--- config.mk ---
export PLATFORM = sky130hd
export DESIGN_NAME = wt_dcache
export DESIGN_NICKNAME = d
export VERILOG_FILES = /design/src/rtl/wt_dcache_pkg.sv /design/src/rtl/wt_dcache_wbuf.sv /design/src/rtl/wt_dcache_array.sv /design/src/rtl/wt_dcache.sv
export SDC_FILE = /design/constraint.sdc
export NUM_CORES = 2
export LEC_CHECK = 0
export CORE_MARGIN = 5
export CORE_UTILIZATION = 40
export CTS_CLUSTER_SIZE = 20
export DETAILED_ROUTE_END_ITERATION = 8
export PLACE_DENSITY = 0.59
export SETUP_SLACK_MARGIN = 0.4
export SLEW_MARGIN = 20
export SYNTH_ARGS = -nofsm -noshare
export SYNTH_HDL_FRONTEND = slang
export SYNTH_SLANG_ARGS = --single-unit
--- constraint.sdc ---
create_clock -name clk_i -period 6.2 [get_ports clk_i]
set_clock_uncertainty 0.1 [all_clocks]
set_input_delay 0.62 -clock clk_i [delete_from_list [all_inputs] [get_ports clk_i]]
set_output_delay 0.62 -clock clk_i [all_outputs]
set_load 0.005 [all_outputs]
--- src/rtl/wt_dcache_pkg.sv ---
`timescale 1ns/1ps
package wt_dcache_pkg;

    // Controller phases of the cache
    typedef enum logic [1:0] {
        CTL_IDLE = 2'd0,   // accepting requests
        CTL_MISS = 2'd1,   // waiting to issue (or issuing) the line fetch
        CTL_FILL = 2'd2    // fetch accepted, waiting for the line beat
    } ctl_state_e;

endpackage

--- src/rtl/wt_dcache_wbuf.sv ---
`timescale 1ns/1ps
// Store queue: FIFO of word stores with a per-entry line-address probe.
// DEPTH must be a power of two and at least 2.
module wt_dcache_wbuf #(
    parameter int DEPTH      = 4,
    parameter int ADDR_W     = 16,
    parameter int DATA_W     = 32,
    parameter int LINE_SHIFT = 2
) (
    input  logic                         clk_i,
    input  logic                         rst_ni,
    input  logic                         push_i,
    input  logic [ADDR_W-1:0]            push_addr_i,
    input  logic [DATA_W-1:0]            push_data_i,
    input  logic [DATA_W/8-1:0]          push_be_i,
    output logic                         full_o,
    output logic                         head_valid_o,
    output logic [ADDR_W-1:0]            head_addr_o,
    output logic [DATA_W-1:0]            head_data_o,
    output logic [DATA_W/8-1:0]          head_be_o,
    input  logic                         head_ready_i,
    input  logic [ADDR_W-LINE_SHIFT-1:0] probe_line_i,
    output logic                         conflict_o
);
    localparam int BE_W = DATA_W / 8;
    localparam int PW   = $clog2(DEPTH);

    typedef struct packed {
        logic [DEPTH-1:0]             vld;
        logic [DEPTH-1:0][ADDR_W-1:0] addr;
        logic [DEPTH-1:0][DATA_W-1:0] data;
        logic [DEPTH-1:0][BE_W-1:0]   be;
        logic [PW-1:0]                rd_ptr;
        logic [PW-1:0]                wr_ptr;
    } wb_state_t;

    wb_state_t s_d, s_q;
    logic [DEPTH-1:0] line_hit;

    assign full_o       = s_q.vld[s_q.wr_ptr];
    assign head_valid_o = s_q.vld[s_q.rd_ptr];
    assign head_addr_o  = s_q.addr[s_q.rd_ptr];
    assign head_data_o  = s_q.data[s_q.rd_ptr];
    assign head_be_o    = s_q.be[s_q.rd_ptr];

    // One comparator per slot against the probed line address
    for (genvar g = 0; g < DEPTH; g++) begin : g_probe
        assign line_hit[g] = s_q.vld[g] &&
                             (s_q.addr[g][ADDR_W-1:LINE_SHIFT] == probe_line_i);
    end
    assign conflict_o = |line_hit;

    always_comb begin
        s_d = s_q;
        if (s_q.vld[s_q.rd_ptr] && head_ready_i) begin
            s_d.vld[s_q.rd_ptr] = 1'b0;
            s_d.rd_ptr          = s_q.rd_ptr + PW'(1);
        end
        if (push_i) begin
            s_d.vld[s_q.wr_ptr]  = 1'b1;
            s_d.addr[s_q.wr_ptr] = push_addr_i;
            s_d.data[s_q.wr_ptr] = push_data_i;
            s_d.be[s_q.wr_ptr]   = push_be_i;
            s_d.wr_ptr           = s_q.wr_ptr + PW'(1);
        end
    end

    always_ff @(posedge clk_i or negedge rst_ni) begin
        if (!rst_ni) begin
            s_q <= '0;
        end else begin
            s_q <= s_d;
        end
    end

endmodule

--- src/rtl/wt_dcache_array.sv ---
`timescale 1ns/1ps
// Tag, valid and line storage with one combinational lookup port,
// a masked word-write port and a whole-line fill port.
module wt_dcache_array #(
    parameter int SETS       = 16,
    parameter int LINE_WORDS = 4,
    parameter int TAG_W      = 10,
    parameter int DATA_W     = 32
) (
    input  logic                         clk_i,
    input  logic                         rst_ni,
    input  logic [$clog2(SETS)-1:0]      lk_idx_i,
    output logic                         lk_valid_o,
    output logic [TAG_W-1:0]             lk_tag_o,
    output logic [LINE_WORDS*DATA_W-1:0] lk_line_o,
    input  logic                         wr_en_i,
    input  logic [$clog2(SETS)-1:0]      wr_idx_i,
    input  logic [$clog2(LINE_WORDS)-1:0] wr_off_i,
    input  logic [DATA_W-1:0]            wr_data_i,
    input  logic [DATA_W/8-1:0]          wr_be_i,
    input  logic                         fill_en_i,
    input  logic [$clog2(SETS)-1:0]      fill_idx_i,
    input  logic [TAG_W-1:0]             fill_tag_i,
    input  logic [LINE_WORDS*DATA_W-1:0] fill_line_i
);
    localparam int LINE_W = LINE_WORDS * DATA_W;
    localparam int BE_W   = DATA_W / 8;

    logic [SETS-1:0]   valid_d, valid_q;
    logic [LINE_W-1:0] line_mem [SETS];
    logic [TAG_W-1:0]  tag_mem  [SETS];

    assign lk_valid_o = valid_q[lk_idx_i];
    assign lk_tag_o   = tag_mem[lk_idx_i];
    assign lk_line_o  = line_mem[lk_idx_i];

    always_comb begin
        valid_d = valid_q;
        if (fill_en_i) begin
            valid_d[fill_idx_i] = 1'b1;
        end
    end

    always_ff @(posedge clk_i or negedge rst_ni) begin
        if (!rst_ni) begin
            valid_q <= '0;
        end else begin
            valid_q <= valid_d;
        end
    end

    // Storage without reset: contents are qualified by the valid bits
    always_ff @(posedge clk_i) begin
        if (fill_en_i) begin
            line_mem[fill_idx_i] <= fill_line_i;
            tag_mem[fill_idx_i]  <= fill_tag_i;
        end else if (wr_en_i) begin
            for (int b = 0; b < BE_W; b++) begin
                if (wr_be_i[b]) begin
                    line_mem[wr_idx_i][int'(wr_off_i) * DATA_W + b * 8 +: 8]
                        <= wr_data_i[b*8 +: 8];
                end
            end
        end
    end

endmodule

--- src/rtl/wt_dcache.sv ---
`timescale 1ns/1ps
// Direct-mapped write-through, no-write-allocate data cache with store queue.
module wt_dcache
    import wt_dcache_pkg::*;
#(
    parameter int ADDR_W     = 16,
    parameter int DATA_W     = 32,
    parameter int LINE_WORDS = 4,
    parameter int SETS       = 16,
    parameter int WB_DEPTH   = 4
) (
    input  logic                                   clk_i,
    input  logic                                   rst_ni,
    input  logic                                   req_valid_i,
    input  logic                                   req_write_i,
    input  logic [ADDR_W-1:0]                      req_addr_i,
    input  logic [DATA_W-1:0]                      req_wdata_i,
    input  logic [DATA_W/8-1:0]                    req_be_i,
    output logic                                   req_ready_o,
    output logic                                   rsp_valid_o,
    output logic [DATA_W-1:0]                      rsp_rdata_o,
    output logic                                   mem_rd_valid_o,
    output logic [ADDR_W-$clog2(LINE_WORDS)-1:0]   mem_rd_line_o,
    input  logic                                   mem_rd_ready_i,
    input  logic                                   mem_fill_valid_i,
    input  logic [LINE_WORDS*DATA_W-1:0]           mem_fill_data_i,
    output logic                                   mem_wr_valid_o,
    output logic [ADDR_W-1:0]                      mem_wr_addr_o,
    output logic [DATA_W-1:0]                      mem_wr_data_o,
    output logic [DATA_W/8-1:0]                    mem_wr_be_o,
    input  logic                                   mem_wr_ready_i
);
    localparam int OFF_W  = $clog2(LINE_WORDS);
    localparam int IDX_W  = $clog2(SETS);
    localparam int TAG_W  = ADDR_W - IDX_W - OFF_W;
    localparam int LINE_W = LINE_WORDS * DATA_W;

    typedef struct packed {
        ctl_state_e        st;
        logic [ADDR_W-1:0] maddr;
        logic              rsp_v;
        logic [DATA_W-1:0] rsp_d;
    } ctl_t;

    ctl_t c_d, c_q;

    // Address fields of the incoming request and of the pending miss
    logic [OFF_W-1:0] req_off;
    logic [IDX_W-1:0] req_idx;
    logic [TAG_W-1:0] req_tag;
    logic [OFF_W-1:0] miss_off;
    logic [IDX_W-1:0] miss_idx;
    logic [TAG_W-1:0] miss_tag;

    assign req_off  = req_addr_i[OFF_W-1:0];
    assign req_idx  = req_addr_i[OFF_W +: IDX_W];
    assign req_tag  = req_addr_i[ADDR_W-1 -: TAG_W];
    assign miss_off = c_q.maddr[OFF_W-1:0];
    assign miss_idx = c_q.maddr[OFF_W +: IDX_W];
    assign miss_tag = c_q.maddr[ADDR_W-1 -: TAG_W];

    // Array and queue hookup
    logic              lk_valid;
    logic [TAG_W-1:0]  lk_tag;
    logic [LINE_W-1:0] lk_line;
    logic              lk_hit;
    logic              accept;
    logic              store_push;
    logic              store_hit;
    logic              fill_en;
    logic              wb_full;
    logic              wb_conflict;

    wt_dcache_array #(
        .SETS       (SETS),
        .LINE_WORDS (LINE_WORDS),
        .TAG_W      (TAG_W),
        .DATA_W     (DATA_W)
    ) u_array (
        .clk_i       (clk_i),
        .rst_ni      (rst_ni),
        .lk_idx_i    (req_idx),
        .lk_valid_o  (lk_valid),
        .lk_tag_o    (lk_tag),
        .lk_line_o   (lk_line),
        .wr_en_i     (store_hit),
        .wr_idx_i    (req_idx),
        .wr_off_i    (req_off),
        .wr_data_i   (req_wdata_i),
        .wr_be_i     (req_be_i),
        .fill_en_i   (fill_en),
        .fill_idx_i  (miss_idx),
        .fill_tag_i  (miss_tag),
        .fill_line_i (mem_fill_data_i)
    );

    wt_dcache_wbuf #(
        .DEPTH      (WB_DEPTH),
        .ADDR_W     (ADDR_W),
        .DATA_W     (DATA_W),
        .LINE_SHIFT (OFF_W)
    ) u_wbuf (
        .clk_i        (clk_i),
        .rst_ni       (rst_ni),
        .push_i       (store_push),
        .push_addr_i  (req_addr_i),
        .push_data_i  (req_wdata_i),
        .push_be_i    (req_be_i),
        .full_o       (wb_full),
        .head_valid_o (mem_wr_valid_o),
        .head_addr_o  (mem_wr_addr_o),
        .head_data_o  (mem_wr_data_o),
        .head_be_o    (mem_wr_be_o),
        .head_ready_i (mem_wr_ready_i),
        .probe_line_i (c_q.maddr[ADDR_W-1:OFF_W]),
        .conflict_o   (wb_conflict)
    );

    assign lk_hit      = lk_valid && (lk_tag == req_tag);
    assign req_ready_o = (c_q.st == CTL_IDLE) && !(req_write_i && wb_full);
    assign accept      = req_valid_i && req_ready_o;
    assign store_push  = accept && req_write_i;
    assign store_hit   = store_push && lk_hit;
    assign fill_en     = (c_q.st == CTL_FILL) && mem_fill_valid_i;

    // Fetch is held back while any queued store targets the missing line
    assign mem_rd_valid_o = (c_q.st == CTL_MISS) && !wb_conflict;
    assign mem_rd_line_o  = c_q.maddr[ADDR_W-1:OFF_W];
    assign rsp_valid_o    = c_q.rsp_v;
    assign rsp_rdata_o    = c_q.rsp_d;

    always_comb begin
        c_d       = c_q;
        c_d.rsp_v = 1'b0;
        unique case (c_q.st)
            CTL_IDLE: begin
                if (accept && !req_write_i) begin
                    if (lk_hit) begin
                        c_d.rsp_v = 1'b1;
                        c_d.rsp_d = lk_line[int'(req_off) * DATA_W +: DATA_W];
                    end else begin
                        c_d.st    = CTL_MISS;
                        c_d.maddr = req_addr_i;
                    end
                end
            end
            CTL_MISS: begin
                if (mem_rd_valid_o && mem_rd_ready_i) begin
                    c_d.st = CTL_FILL;
                end
            end
            CTL_FILL: begin
                if (mem_fill_valid_i) begin
                    c_d.st    = CTL_IDLE;
                    c_d.rsp_v = 1'b1;
                    c_d.rsp_d = mem_fill_data_i[int'(miss_off) * DATA_W +: DATA_W];
                end
            end
            default: c_d.st = CTL_IDLE;
        endcase
    end

    always_ff @(posedge clk_i or negedge rst_ni) begin
        if (!rst_ni) begin
            c_q <= '{st: CTL_IDLE, maddr: '0, rsp_v: 1'b0, rsp_d: '0};
        end else begin
            c_q <= c_d;
        end
    end

endmodule

**Word level (Yosys, flattened, before mapping)**

Memories as Yosys holds them, arrays and structs flattened.
Cells that the tools add are included.

- Flip-flop bits (word level): 283
- RAM bits: 2208
- Bits of input ports: 187
- Output and inout port bits: 102
- Memories kept: 2

Memory list:

| name | depth | width | rd ports | clocked after Yosys merged registers in | wr ports | line | text |
|---|---|---|---|---|---|---|---|
| u_array.line_mem | 16 | 128 | 1 | 0 | 1 | wt_dcache_array.sv:30 | `logic [LINE_W-1:0] line_mem [SETS];` |
| u_array.tag_mem | 16 | 10 | 1 | 0 | 1 | wt_dcache_array.sv:31 | `logic [TAG_W-1:0] tag_mem [SETS];` |

- $add $sub $neg: 9
- $lt $le $gt $ge: 7
- Equality and inequality tests: 12
- Shift operators: 10
- Multiplexer cells: 442
- Bitwise gates (word level): 389
- Reductions and logical operators: 28

Operators by type and width:

| operator | number |
|---|---|
| two-way mux 128 bit | 6 |
| variable shift 8 x 33 -> 128 bit, first input constant | 4 |
| indexed part select 8 x 33 -> 128 bit | 4 |
| two-way mux 1 bit | 404 |
| OR 1 bit | 384 |
| indexed part select 128 x 8 -> 32 bit | 2 |
| two-way mux 212 bit | 1 |
| bitwise mux 128 bit | 1 |
| OR reduction 128 bit | 1 |
| negation 32 -> 33 bit | 3 |
| two-way mux 33 bit | 2 |
| one-hot mux 33 bit (2 select lines) | 1 |
| binary-select mux 32 bit (select 2 bit) | 1 |
| bitwise mux 64 bit | 1 |
| demux 32 bit (select 2 bit) | 1 |
| two-way mux 32 bit | 2 |
| equality test 14 bit | 4 |
| two-way mux 51 bit | 1 |
| negation 7 -> 33 bit | 1 |
| binary-select mux 16 bit (select 2 bit) | 1 |
| demux 16 bit (select 2 bit) | 1 |
| two-way mux 16 bit | 2 |
| logical AND 1 bit | 18 |
| two-way mux 18 bit | 1 |
| other kinds (33) | 50 |

**Logic depth before layout (Yosys ltp)**

- Depth in word-level cells: 16
- Mapped depth: 16
- Depth with buffers taken out: 8

**Modules after synthesis**

From an unflattened synthesis, not the netlist that was laid out.

- Cells, all modules: 5018
- Area, all modules: 102438.2 um2

By module, submodules not included:

| module | times used | cells each | area an instance (um2) |
|---|---|---|---|
| wt_dcache_array | 1 | 4010 | 87914.3 |
| wt_dcache_wbuf | 1 | 634 | 10045.9 |
| wt_dcache | 1 | 374 | 4478.0 |

**Worst setup path after synthesis**

No wires, ideal clock.

- Path kind: in2reg
- From: input port req_addr_i[4]
- To: memory u_array.line_mem[0][41] (netlist name), data pin
- Library setup time: 330 ps
- Arrival: 3896 ps
- Slack: 1874 ps
- Cell stages on the path: 12
- Path buffers: 5
- Cell sequence: buf_4 buf_2 mux4_2 mux4_2 xor2_1 a221oi_1 and4_1 buf_4 buf_6 buf_6 nand3_2 o21ai_0

- Cells in the longest elaborated chain, start to end: 12
- Elaborated cells between the ends (all ways): 407
- Classes of those cells: eq/ne (1); mux (18); bitwise (384); reduce/logical (3); memory (1)

Ends and longest elaborated chain:

| item | line | text |
|---|---|---|
| start, declared | wt_dcache.sv:16 | `input logic [ADDR_W-1:0] req_addr_i,` |
| memory (16 x 10 bit) / binary-select mux 1 bit (select 4 bit) (equally long branches) | - |  |
| equality test 10 bit / two-way mux 1 bit (equally long branches) | wt_dcache.sv:119, wt_dcache_array.sv:33 |  |
| logical AND 1 bit * | wt_dcache.sv:119 | `assign lk_hit = lk_valid && (lk_tag == req_tag);` |
| logical AND 1 bit * | wt_dcache.sv:123 | `assign store_hit = store_push && lk_hit;` |
| two-way mux 1 bit | wt_dcache_array.sv:57 | `end else if (wr_en_i) begin` |
| two-way mux 1 bit | wt_dcache_array.sv:54 | `if (fill_en_i) begin` |
| two-way mux 128 bit (not written as such) | wt_dcache_array.sv:60 | `line_mem[wr_idx_i][int'(wr_off_i) * DATA_W + b * 8 +: 8]` |
| OR 1 bit (no line) (3 in a row) | - |  |
| OR reduction 128 bit (no line) | - |  |
| two-way mux 128 bit (no line) * | - |  |
| end, declared | wt_dcache_array.sv:30 |  |

Every way passes the cells marked *; elsewhere a longest branch is shown, timed or not. The select of a mux whose other input is x is not followed.

**Worst setup path in the final report**

- From: memory u_array.tag_mem[14][2]
- To: memory u_array.line_mem[2][36] (netlist name), data pin

- Cells in the longest elaborated chain, start to end: 12
- Elaborated cells between the ends (all ways): 405
- Classes of those cells: eq/ne (1); mux (16); bitwise (384); reduce/logical (3); memory (1)

Ends and longest elaborated chain:

| item | line |
|---|---|
| start, declared | wt_dcache_array.sv:31 |
| memory (16 x 10 bit) * | - |
| equality test 10 bit * | wt_dcache.sv:119 |
| logical AND 1 bit * | wt_dcache.sv:119 |
| logical AND 1 bit * | wt_dcache.sv:123 |
| two-way mux 1 bit | wt_dcache_array.sv:57 |
| two-way mux 1 bit | wt_dcache_array.sv:54 |
| two-way mux 128 bit (not written as such) | wt_dcache_array.sv:60 |
| OR 1 bit (no line) (3 in a row) | - |
| OR reduction 128 bit (no line) | - |
| two-way mux 128 bit (no line) * | - |

Every way passes the cells marked *; elsewhere a longest branch is shown, timed or not.

==> reports/results.tsv <==
stage	metric	value	unit
run_status	status	finished clean	
drt	vias	53300	
drt	length of routed met3 wiring	30000	um
clock_tree	CTS Root Cell	clkbuf_16	
drt	Pre-antenna DRT Iters	6	
critical_path	Critical Path End Type	flip-flop	
synthesis	Synth Cell Area	101000	um2
flow_run	max_cap viols	0	
sta	final setup fails	0	
synthesis	register bit total from synthesis	2491	
synthesis	Post-synth top cells	edfxtp_1, mux4_2, nor2_1	
final_layout	Final nets	5729	
drt	met1 WL	121000	um
drt	Total Wirelength	308000	um
critical_path	CP startpoint kind	flip-flop	
place	gp weighted congestion	0.838	
floorplan	Floorplan Core Area	252000	um2
clock_tree	Num CTS Buffers	275	
critical_path	crit path DAT	5.26	ns
grt	total grt overflow	0	
hold_path	Hold WC Path Type	input pin to flip-flop	
grt	GRT Overall Usage	23.1	%
sta	final period utilization	77.3	%
clock_tree	post-cts resize count	0	
synthesis	most frequent cell after synthesis	edfxtp_1	
final_layout	Area Overhead vs Synth	17.3	%
sta	RSZ-0062 raised after global routing	false	
sta	fmax	0.209	GHz
critical_path	CP Class	flip-flop to flip-flop	
sta	post-route setup slack	1.41	ns
drt	Final ANT Viol Nets	0	
drt	number of vias per cell	5.86	
synthesis	Seq/Total Area, Yosys	72.5	%
sta	slew margin rel.	25.9	%
final_layout	layout cells sized above 1	33.9	%
synthesis	Ys Warns	0	
synthesis	Cells after Synth	4857	
place	HPWL after DPL	207000	um
sta	slew at the pin closest to its max-slew limit	1.09	ns
synthesis	Syn Area/Cell	20.8	um2
sta	Final TNS setup	0	ns
floorplan	Die H	513	um
clock_tree	Worst-Skew Late Latency	0.91	ns
drt	WL met2	144000	um
floorplan	# rows	184	
synthesis	Distinct cells, synth	55	
place	Port-buffer cells	288	
clock_tree	maximum clock path buffer count	4	
drt	Starting DRT DRC Count	6187	
place	Post-Place Worst Slack	0.525	ns
sta	fin crit period	4.79	ns
floorplan	Total Die Area	263000	um2
synthesis	Async S/R FF share, synth	11.4	%
grt	initial antenna violation count	30	
sta	final hold violation count	0	
grt	pin count of the biggest net entering global routing	141	
power_and_ir_drop	total power	43400	uW
power_and_ir_drop	static leakage	0.0390	uW
floorplan	I/O Pins	289	
floorplan	Starting Density	40.2	%
drt	Highest Signal Layer	met5	
drt	average wire per standard cell	33.9	um
clock_tree	htree depth	5	
power_and_ir_drop	PwrDens	366	nW/um2
synthesis	syn nets	5057	
clock_tree	clock slew at reported path FFs	0.06	ns
place	dpl cell area	110000	um2
synthesis	dominant cells by area after synthesis	edfxtp_1, mux4_2, dfrtp_1	
synthesis	area leader, netlist	edfxtp_1	
grt	vias in the first global route	53400	
clock_tree	total clock sinks	2491	
clock_tree	CTS tree	built	
synthesis	number of flops mapped to enable cells by yosys	2208	
critical_path	Crit Path Max Fanout	16	
synthesis	Top FF cell, synth	edfxtp_1	
sta	fin. max-slew vios	0	
final_layout	fin util	47.1	%
synthesis	share of the synthesized area in the top cell type	65.5	%
power_and_ir_drop	peak supply drop	276	uV
critical_path	Worst Path Required	6.67	ns
grt	global-route wire length before repair	427000	um
drt	# DRC	0	
floorplan	Die X	513	um
final_layout	post-route cell area	119000	um2
final timing paths:
| check | cells after the start | start | slack [ns] | to |
|---|---|---|---|---|
| max | 10 | u_array.tag_mem[14][2] | 1.41 | u_array.line_mem[2][36] |
| min | 2 | req_addr_i[4] | 0.21 | flip-flop |
| max reg2reg | 10 | u_array.tag_mem[14][2] | 1.41 | u_array.line_mem[2][36] |
| min reg2reg | 1 | u_array.valid_q[6] | 0.36 | u_array.valid_q[6] |
| max in group asynchronous | 3 | rst_ni | 4.19 | c_q[34] |
| min in group asynchronous | 2 | rst_ni | 0.26 | mem_rd_line_o[4] |
cells in the final DEF (no fill, tap or decap), drive strengths merged, types with 4 or more instances in the layout:
cell type      count
nand3             21
mux2             233
and3               7
clkbuf           350
clkinv            93
mux2i             29
and2               6
nand2b            11
or2               17
a221o             32
buf              460
nor2             294
a31oi             18
or3                4
ha                13
nor2b             36
a22oi              4
nand4             14
a221oi             4
dfrtp            283
inv               38
diode             16
nor4               7
edfxtp          2208
mux4             795
nor3              16
xor2               6
bufinv            16
clkinvlp          10
a21o               4
clkdlybuf4s50    283
xnor2             62
a211oi             4
o21ai            136
nand2            184
worst max-delay path, stage by stage, from the launching register on:
cell      delay, ns
edfxtp_1       0.36
mux4_2         0.48
a22o_1         0.27
a221oi_2       0.22
xnor2_1        0.14
nor4_2         0.41
buf_4          0.21
and4_2         0.67
o21ai_2        0.45
buf_4          0.32
o21ai_1        0.81
sequential cells by signal (all words and copies together) (netlist names), named ones only:
name / flops
c_q: 4
mem_rd_line_o: 14
rsp_rdata_o: 32
rsp_valid_o: 1
u_array.line_mem: 2048
u_array.tag_mem: 160
u_array.valid_q: 16
u_wbuf.s_q: 8
power by group:
part	switching [uW]	internal [uW]	leakage (uW)
clock	6490	9020	0.00409
sequential	1300	19600	0.0233
combinational	3430	3560	0.0116
logic make-up (layout without fill, tap and decap cells):
kind of cell / Yosys count / after routing / share of synthesized area [%]
other: 0 / 16 / 0
xor gates and xnor gates: 68 / 68 / 0.589
buffers and inverters: 384 / 1251 / 1.91
muxes: 1057 / 1057 / 20.7
AOI/OAI and AO/OA: 219 / 219 / 1.40
DFF: 2491 / 2491 / 72.5
adders and majority gates: 13 / 13 / 0.161
and+or+nand+nor: 625 / 625 / 2.71
area by class of cell:
| type | instances | area, um2 |
|---|---|---|
| fill | 20800 | 133000 |
| sequential | 2491 | 73400 |
| multi-input combinational | 1982 | 26100 |
| clock buffer | 348 | 7340 |
| timing repair buffer | 746 | 6450 |
| tap | 3348 | 4190 |
| clock inverter | 124 | 1030 |
| inverter | 33 | 133 |
| antenna | 16 | 40.0 |
metrics by stage:
step | hold WS, ns | std cells
4_1_cts | 0.132 | 9070
3_3_place_gp | 0.345 | 8597
6_report | 0.208 | 9088
2_1_floorplan | 0.224 | 4857
3_5_place_dp | 0.349 | 8597
5_1_grt | 0.188 | 9075
timing repair:
action	CTS	global route
hold endpoints to repair	99	0
hold buffers	1	0
buffers inserted	0	0
metal layers:
metal  track usage (%)  vias to the layer above
li1                  -                    21200
met2              36.0                     2760
met3              6.05                      547
met4              8.65                       16
met1              31.6                    28700
met5                 0                        -
(Power assumes the default switching activity.)
